### src/rtl/mac_pkg.sv
package mac_pkg;

  // Per-sample control bits carried alongside the operands.
  typedef struct packed {
    logic a_signed;
    logic b_signed;
    logic load;
  } mac_ctrl_t;

  localparam int unsigned CTRL_W = $bits(mac_ctrl_t);

  // Accumulator update selected for the current cycle.
  typedef enum logic [1:0] {
    ACC_HOLD = 2'd0,
    ACC_LOAD = 2'd1,
    ACC_ADD  = 2'd2,
    ACC_SUB  = 2'd3
  } acc_op_e;

endpackage

### src/rtl/mac_stage.sv
module mac_stage #(
  parameter int unsigned WIDTH  = 8,
  parameter bit          ENABLE = 1'b1
) (
  input  logic             clk,
  input  logic             rst_n,
  input  logic             vld_i,
  input  logic [WIDTH-1:0] data_i,
  output logic             vld_o,
  output logic [WIDTH-1:0] data_o
);

  generate
    if (ENABLE) begin : g_reg
      logic             vld_q;
      logic [WIDTH-1:0] data_q;
      logic [WIDTH-1:0] data_nxt;

      // Data only moves with a valid sample; the valid bit moves every cycle.
      always_comb begin
        data_nxt = data_q;
        if (vld_i) begin
          data_nxt = data_i;
        end
      end

      always_ff @(posedge clk or negedge rst_n) begin
        if (!rst_n) begin
          vld_q  <= 1'b0;
          data_q <= '0;
        end else begin
          vld_q  <= vld_i;
          data_q <= data_nxt;
        end
      end

      assign vld_o  = vld_q;
      assign data_o = data_q;
    end else begin : g_bypass
      assign vld_o  = vld_i;
      assign data_o = data_i;
    end
  endgenerate

endmodule

### src/rtl/mac_mult.sv
module mac_mult #(
  parameter int unsigned A_W = 18,
  parameter int unsigned B_W = 18,
  localparam int unsigned PROD_W = A_W + B_W + 2
) (
  input  logic                     clk,
  input  logic                     rst_n,
  input  logic [A_W-1:0]           a_i,
  input  logic [B_W-1:0]           b_i,
  input  logic                     a_signed_i,
  input  logic                     b_signed_i,
  output logic signed [PROD_W-1:0] prod_o
);

  logic signed [A_W:0] a_ext;
  logic signed [B_W:0] b_ext;

  // One extra bit per operand: the sign bit for signed, zero for unsigned.
  always_comb begin
    a_ext  = {a_signed_i & a_i[A_W-1], a_i};
    b_ext  = {b_signed_i & b_i[B_W-1], b_i};
    prod_o = PROD_W'(a_ext) * PROD_W'(b_ext);
  end

  // an unsigned-by-unsigned product is never negative
  assert_unsigned_nonneg_R2: assert property (@(posedge clk) disable iff (!rst_n)
    (!a_signed_i && !b_signed_i) |-> !prod_o[PROD_W-1]);

  // two negative signed operands give a strictly positive product
  assert_neg_by_neg_positive_R3: assert property (@(posedge clk) disable iff (!rst_n)
    (a_signed_i && a_i[A_W-1] && b_signed_i && b_i[B_W-1]) |-> (prod_o > 0));

endmodule

### src/rtl/mac_accum.sv
module mac_accum
  import mac_pkg::*;
#(
  parameter int unsigned PROD_W   = 38,
  parameter int unsigned ACC_W    = 52,
  parameter bit          SUBTRACT = 1'b0
) (
  input  logic                     clk,
  input  logic                     rst_n,
  input  logic                     vld_i,
  input  logic                     load_i,
  input  logic signed [PROD_W-1:0] prod_i,
  output logic                     vld_o,
  output logic [ACC_W-1:0]         acc_o
);

  localparam int unsigned EXT_W = ACC_W - PROD_W;

  acc_op_e          acc_op;
  logic [ACC_W-1:0] prod_ext;
  logic [ACC_W-1:0] acc_q;
  logic [ACC_W-1:0] acc_nxt;
  logic             acc_en;
  logic             vld_q;

  always_comb begin
    prod_ext = {{EXT_W{prod_i[PROD_W-1]}}, prod_i};
    acc_op   = ACC_HOLD;
    if (vld_i) begin
      if (load_i) begin
        acc_op = ACC_LOAD;
      end else if (SUBTRACT) begin
        acc_op = ACC_SUB;
      end else begin
        acc_op = ACC_ADD;
      end
    end
  end

  always_comb begin
    acc_en = (acc_op != ACC_HOLD);
    unique case (acc_op)
      ACC_LOAD: acc_nxt = prod_ext;
      ACC_ADD:  acc_nxt = acc_q + prod_ext;
      ACC_SUB:  acc_nxt = acc_q - prod_ext;
      default:  acc_nxt = acc_q;
    endcase
  end

  always_ff @(posedge clk or negedge rst_n) begin
    if (!rst_n) begin
      acc_q <= '0;
      vld_q <= 1'b0;
    end else begin
      vld_q <= vld_i;
      if (acc_en) begin
        acc_q <= acc_nxt;
      end
    end
  end

  assign acc_o = acc_q;
  assign vld_o = vld_q;

  // an idle cycle leaves the accumulator untouched
  assert_hold_when_idle_R7: assert property (@(posedge clk) disable iff (!rst_n)
    !vld_i |=> $stable(acc_q));

  // a load discards history and keeps only the sign-extended product
  assert_load_value_R4: assert property (@(posedge clk) disable iff (!rst_n)
    (vld_i && load_i) |=> (acc_q == $past(prod_ext)));

  // out_valid follows the valid bit reaching the accumulator
  assert_valid_follows_R8: assert property (@(posedge clk) disable iff (!rst_n)
    vld_i |=> vld_o);

endmodule

### src/rtl/mac_unit.sv
module mac_unit
  import mac_pkg::*;
#(
  parameter int unsigned A_W      = 18,
  parameter int unsigned B_W      = 18,
  parameter int unsigned ACC_W    = 52,
  parameter bit          IN_REG   = 1'b1,
  parameter bit          PIPE_REG = 1'b1,
  parameter bit          SUBTRACT = 1'b0
) (
  input  logic             clk,
  input  logic             rst_n,
  input  logic             in_valid,
  input  logic [A_W-1:0]   op_a,
  input  logic [B_W-1:0]   op_b,
  input  logic             a_signed,
  input  logic             b_signed,
  input  logic             load,
  output logic             out_valid,
  output logic [ACC_W-1:0] acc_out
);

  localparam int unsigned PROD_W = A_W + B_W + 2;
  localparam int unsigned S1_W   = A_W + B_W + CTRL_W;
  localparam int unsigned S2_W   = PROD_W + 1;

  // Stage 1: operands and controls
  mac_ctrl_t          in_ctrl;
  mac_ctrl_t          s1_ctrl;
  logic [S1_W-1:0]    s1_d;
  logic [S1_W-1:0]    s1_q;
  logic               s1_vld;
  logic [A_W-1:0]     s1_a;
  logic [B_W-1:0]     s1_b;

  always_comb begin
    in_ctrl.a_signed = a_signed;
    in_ctrl.b_signed = b_signed;
    in_ctrl.load     = load;
    s1_d             = {in_ctrl, op_a, op_b};
  end

  mac_stage #(.WIDTH(S1_W), .ENABLE(IN_REG)) u_in_stage (
    .clk    (clk),
    .rst_n  (rst_n),
    .vld_i  (in_valid),
    .data_i (s1_d),
    .vld_o  (s1_vld),
    .data_o (s1_q)
  );

  assign {s1_ctrl, s1_a, s1_b} = s1_q;

  // Multiplier
  logic signed [PROD_W-1:0] s1_prod;

  mac_mult #(.A_W(A_W), .B_W(B_W)) u_mult (
    .clk        (clk),
    .rst_n      (rst_n),
    .a_i        (s1_a),
    .b_i        (s1_b),
    .a_signed_i (s1_ctrl.a_signed),
    .b_signed_i (s1_ctrl.b_signed),
    .prod_o     (s1_prod)
  );

  // Stage 2: product plus load flag
  logic [S2_W-1:0]          s2_q;
  logic                     s2_vld;
  logic                     s2_load;
  logic signed [PROD_W-1:0] s2_prod;

  mac_stage #(.WIDTH(S2_W), .ENABLE(PIPE_REG)) u_pipe_stage (
    .clk    (clk),
    .rst_n  (rst_n),
    .vld_i  (s1_vld),
    .data_i ({s1_ctrl.load, s1_prod}),
    .vld_o  (s2_vld),
    .data_o (s2_q)
  );

  assign s2_load = s2_q[S2_W-1];
  assign s2_prod = s2_q[PROD_W-1:0];

  // Accumulator, which also serves as the output register
  mac_accum #(.PROD_W(PROD_W), .ACC_W(ACC_W), .SUBTRACT(SUBTRACT)) u_accum (
    .clk    (clk),
    .rst_n  (rst_n),
    .vld_i  (s2_vld),
    .load_i (s2_load),
    .prod_i (s2_prod),
    .vld_o  (out_valid),
    .acc_o  (acc_out)
  );

  // nothing is reported valid while the pipeline is empty after reset
  assert_reset_quiet_R1: assert property (@(posedge clk) disable iff (!rst_n)
    $rose(rst_n) |-> (!out_valid && acc_out == '0));

endmodule

### config.mk
export PLATFORM = sky130hd
export DESIGN_NAME = mac_unit
export DESIGN_NICKNAME = d
export VERILOG_FILES = /design/src/rtl/mac_pkg.sv /design/src/rtl/mac_stage.sv /design/src/rtl/mac_mult.sv /design/src/rtl/mac_accum.sv /design/src/rtl/mac_unit.sv
export SDC_FILE = /design/constraint.sdc
export NUM_CORES = 1
export LEC_CHECK = 0
export BUFFER_PORTS_ARGS = -buffer_cell sky130_fd_sc_hd__buf_4
export CORE_MARGIN = 2
export CORE_UTILIZATION = 35
export DETAILED_ROUTE_END_ITERATION = 6
export HOLD_SLACK_MARGIN = 0.08
export PLACE_DENSITY = 0.61
export RECOVER_POWER = 25
export SLEW_MARGIN = 20
export SYNTH_ARGS = -nofsm -noshare
export SYNTH_HDL_FRONTEND = slang
export SYNTH_SLANG_ARGS = --single-unit
### constraint.sdc
create_clock -name clk -period 8.1 [get_ports clk]
set_input_delay 0.81 -clock clk [delete_from_list [all_inputs] [get_ports clk]]
set_output_delay 0.81 -clock clk [all_outputs]
set_load 0.1 [all_outputs]
==> flow_summary_export.csv <==
group,metric,value,unit
sta,fmax,0.133,GHz
routing,first_pass_iters,5,
place,globalplace.congestion,0.875,
setup_path,critical_path_required,8.46,ns
synth,synthFlopType,"dfrtp_1",
clocking,cts_tree,"done",
routing,drc,0,
sta,final-max-slew-violation-count,269,
clocking,hold_buffers,0,
setup_path,cp.arrival,7.89,ns
synth,synth_area,22100,sq um
synth,netlist-cell-type-count,73,
clocking,numCtsBuffers,17,
place,port_buffers,94,
sta,max_slew_margin,-1.80,
synth,ys_top_cells_by_count,"417 x inv_1, 371 x fa_1, 246 x nand2_1",
floorplan,die_x,255,um
layout,drive_above_1_share,0.102,
grt,grt_pass1_vias,17200,
setup_path,worst_r2r_startpoint,"u_in_stage.data_o[38]$_DFFE_PN0P_",
place,dp.cells,3251,
synth,synth-seq-cells,133,
routing,drt_iter0_drc,1135,
hold_path,worstHoldPathType,"flop to flop",
synth,synth-edff-count,0,
synth,synth_nets,2976,
status,violations,"capacitance limit, slew limit",
floorplan,die-area,65300,sq um
sta,setup_viol,0,
sta,fin_setup_tns,0,ns
synth,synth_top_area_cell,"fa_1",
layout,area_delta_synth_final,9.55,%
routing,vias_per_cell,4.94,
grt,grt_overflow_total,0,
floorplan,initial_core_util,0.353,
synth,avgSynthCellArea,9.22,sq um
synth,postSynth.asyncResetShare,1.00,
sta,worstMarginPinSlew,4.20,ns
synth,yosys.area.top_type_share,0.336,
clocking,post_cts_buffers,0,
layout,num-fill-cells,6242,
clocking,clock_sinks,133,
grt,track_usage,0.180,
sta,rsz0062_at_grt,"false",
clocking,cts_resized,0,
setup_path,cp_max_fo,13,
setup_path,rr_worst_depth,23,
routing,drtAntennaViolNets,0,
setup_path,rrSetupSlack,0.57,ns
setup_path,end_kind,"flop",
setup_path,crit_type,"flop to flop",
grt,grt_pass1_wl,93700,um
setup_path,worstSetupEndpoint,"u_pipe_stage.data_o[37]$_DFFE_PN0P_",
grt,antenna_found_initial,2,
clocking,htree_levels,4,
routing,drt_wl_total,56800,um
flow_run,cap_violations,4,
setup_path,startpoint_type,"flop",
sta,fin_skew,0.0163,ns
layout,n_antenna_cell,0,
setup_path,rr_endpoint,"u_pipe_stage.data_o[37]$_DFFE_PN0P_",
sta,hold_viol,0,
synth,synth.most_common_cell,"inv_1",
grt,grt_max_degree,91,
status,status,"finished, violations left",
synth,ys_seq_area_frac,0.150,
place,dp_hpwl,45700,um
sta,fin_crit,7.53,ns
floorplan,ios,95,
synth,synthTopCellsByArea,"fa_1 34%, dfrtp_1 15%, ha_1 9.3%",
layout,final-instance-count-excl-fill,3283,
floorplan,core-area,62700,sq um
sta,final.period_utilization,0.930,
synth,yosysWarnings,0,
routing,wire_per_inst,17.3,um
clocking,cts_max_path_buffers,2,
clocking,cts.reportedPaths.clkPinSlew,0.06,ns
clocking,insertion_delay,0.48,ns
floorplan,row_count,92,
floorplan,dieHeight,255,um
routing,vias,16200,
setup_path,worstSetupStartpoint,"u_in_stage.data_o[38]$_DFFE_PN0P_",
layout,nets,3001,
clocking,clock-root-buffer,"clkbuf_16",
synth,syn_inst,2399,
## metrics by stage
step | instance area [sq um] | setup WS (ns) | utilization | hold slack, ns
finish | 24200 | 0.570 | 0.386 | 0.505
global route | 24200 | 0.106 | 0.386 | 0.536
CTS | 24300 | 0.564 | 0.387 | 0.372
detailed placement | 23700 | 0.599 | 0.377 | 0.501
global placement | 23700 | 0.722 | 0.377 | 0.470
floorplan | 22100 | 1.21 | - | 0.352
## cell type report
type	instances	area [sq um]	area share
Inverter	418	1570	0.0647
Tap cell	846	1060	0.0437
Sequential cell	133	3330	0.137
Clock inverter	12	130	0.00537
Clock buffer	20	457	0.0188
Timing Repair Buffer	120	886	0.0365
Multi-Input combinational cell	1734	16800	0.693
## layer usage
metal / vias to the layer above / GRT usage / routed length (um)
met5: - / 0 / 0
met4: 0 / 0.0410 / 816
met3: 62 / 0.0311 / 3200
met2: 432 / 0.278 / 25300
met1: 8111 / 0.262 / 27500
li1: 7613 / - / -
## flip-flops by register name (all words and copies together), names as in the netlist
name                 cells
u_accum.acc_o           52
u_accum.vld_o            1
u_in_stage.data_o       39
u_in_stage.vld_o         1
u_pipe_stage.data_o     39
u_pipe_stage.vld_o       1
## worst max-delay path, stage by stage (launching register included)
cell and delay (ns):
dfrtp_1 0.43, and2_1 0.46, nand2_1 0.25, fa_1 0.68, inv_1 0.13, fa_1 0.50, inv_1 0.08, fa_1 0.69
inv_1 0.25, fa_1 0.51, fa_1 0.54, inv_1 0.05, fa_1 0.47, inv_1 0.05, ha_1 0.27, ha_1 0.35
a21o_1 0.19, a21oi_1 0.30, nand2b_1 0.11, o31ai_2 0.40, o31ai_1 0.14, a31oi_1 0.22, xnor2_1 0.08, mux2_2 0.26
## worst min-delay path by stage
stage | slack (ns) | start | cells after the start | to
after floorplan | 0.35 | u_pipe_stage.vld_o$_DFF_PN0_ | 0 | u_accum.vld_o$_DFF_PN0_
after global placement | 0.47 | u_in_stage.data_o[36]$_DFFE_PN0P_ | 2 | u_pipe_stage.data_o[38]$_DFFE_PN0P_
after detailed placement | 0.50 | u_in_stage.data_o[37]$_DFFE_PN0P_ | 1 | u_in_stage.data_o[37]$_DFFE_PN0P_
after CTS | 0.37 | rst_n | 1 | u_accum.acc_o[45]$_DFFE_PN0P_
after global routing | 0.54 | op_a[0] | 2 | u_in_stage.data_o[18]$_DFFE_PN0P_
final | 0.50 | u_in_stage.data_o[36]$_DFFE_PN0P_ | 2 | u_pipe_stage.data_o[38]$_DFFE_PN0P_
## cells by family (layout without fill, tap and decap cells)
family / after synthesis / count (layout) / synth area share
AOI/OAI and AO/OA: 332 / 332 / 0.0973
xor gates and xnor gates: 108 / 108 / 0.0427
adders and majority gates: 535 / 535 / 0.428
buffers and inverters: 532 / 570 / 0.0902
DFF: 133 / 133 / 0.150
muxes: 78 / 78 / 0.0391
and+or+nand+nor: 681 / 681 / 0.152
## layout by cell type (no fill, tap or decap), types with 9 or more instances in the layout
cell and n:
a21o_1 57, and3_1 14, nor2_1 131, nor3_1 23, o21ai_0 40, clkbuf_16 17, dfrtp_1 130, inv_1 417
xnor2_1 60, ha_1 164, nand2_1 246, mux2_2 68, o21bai_1 12, buf_4 116, o31ai_1 9, and2_1 160
or3_1 13, a21oi_1 117, xor2_1 48, nor2b_1 11, a31oi_1 14, o211ai_1 9, fa_1 371, nand2b_1 13
nand3_1 26, o21a_1 14, mux2i_1 10
Power is left out: the tool's default activity adds up to more than one toggle a clock period on the data nets, which glitch-free logic cannot reach.
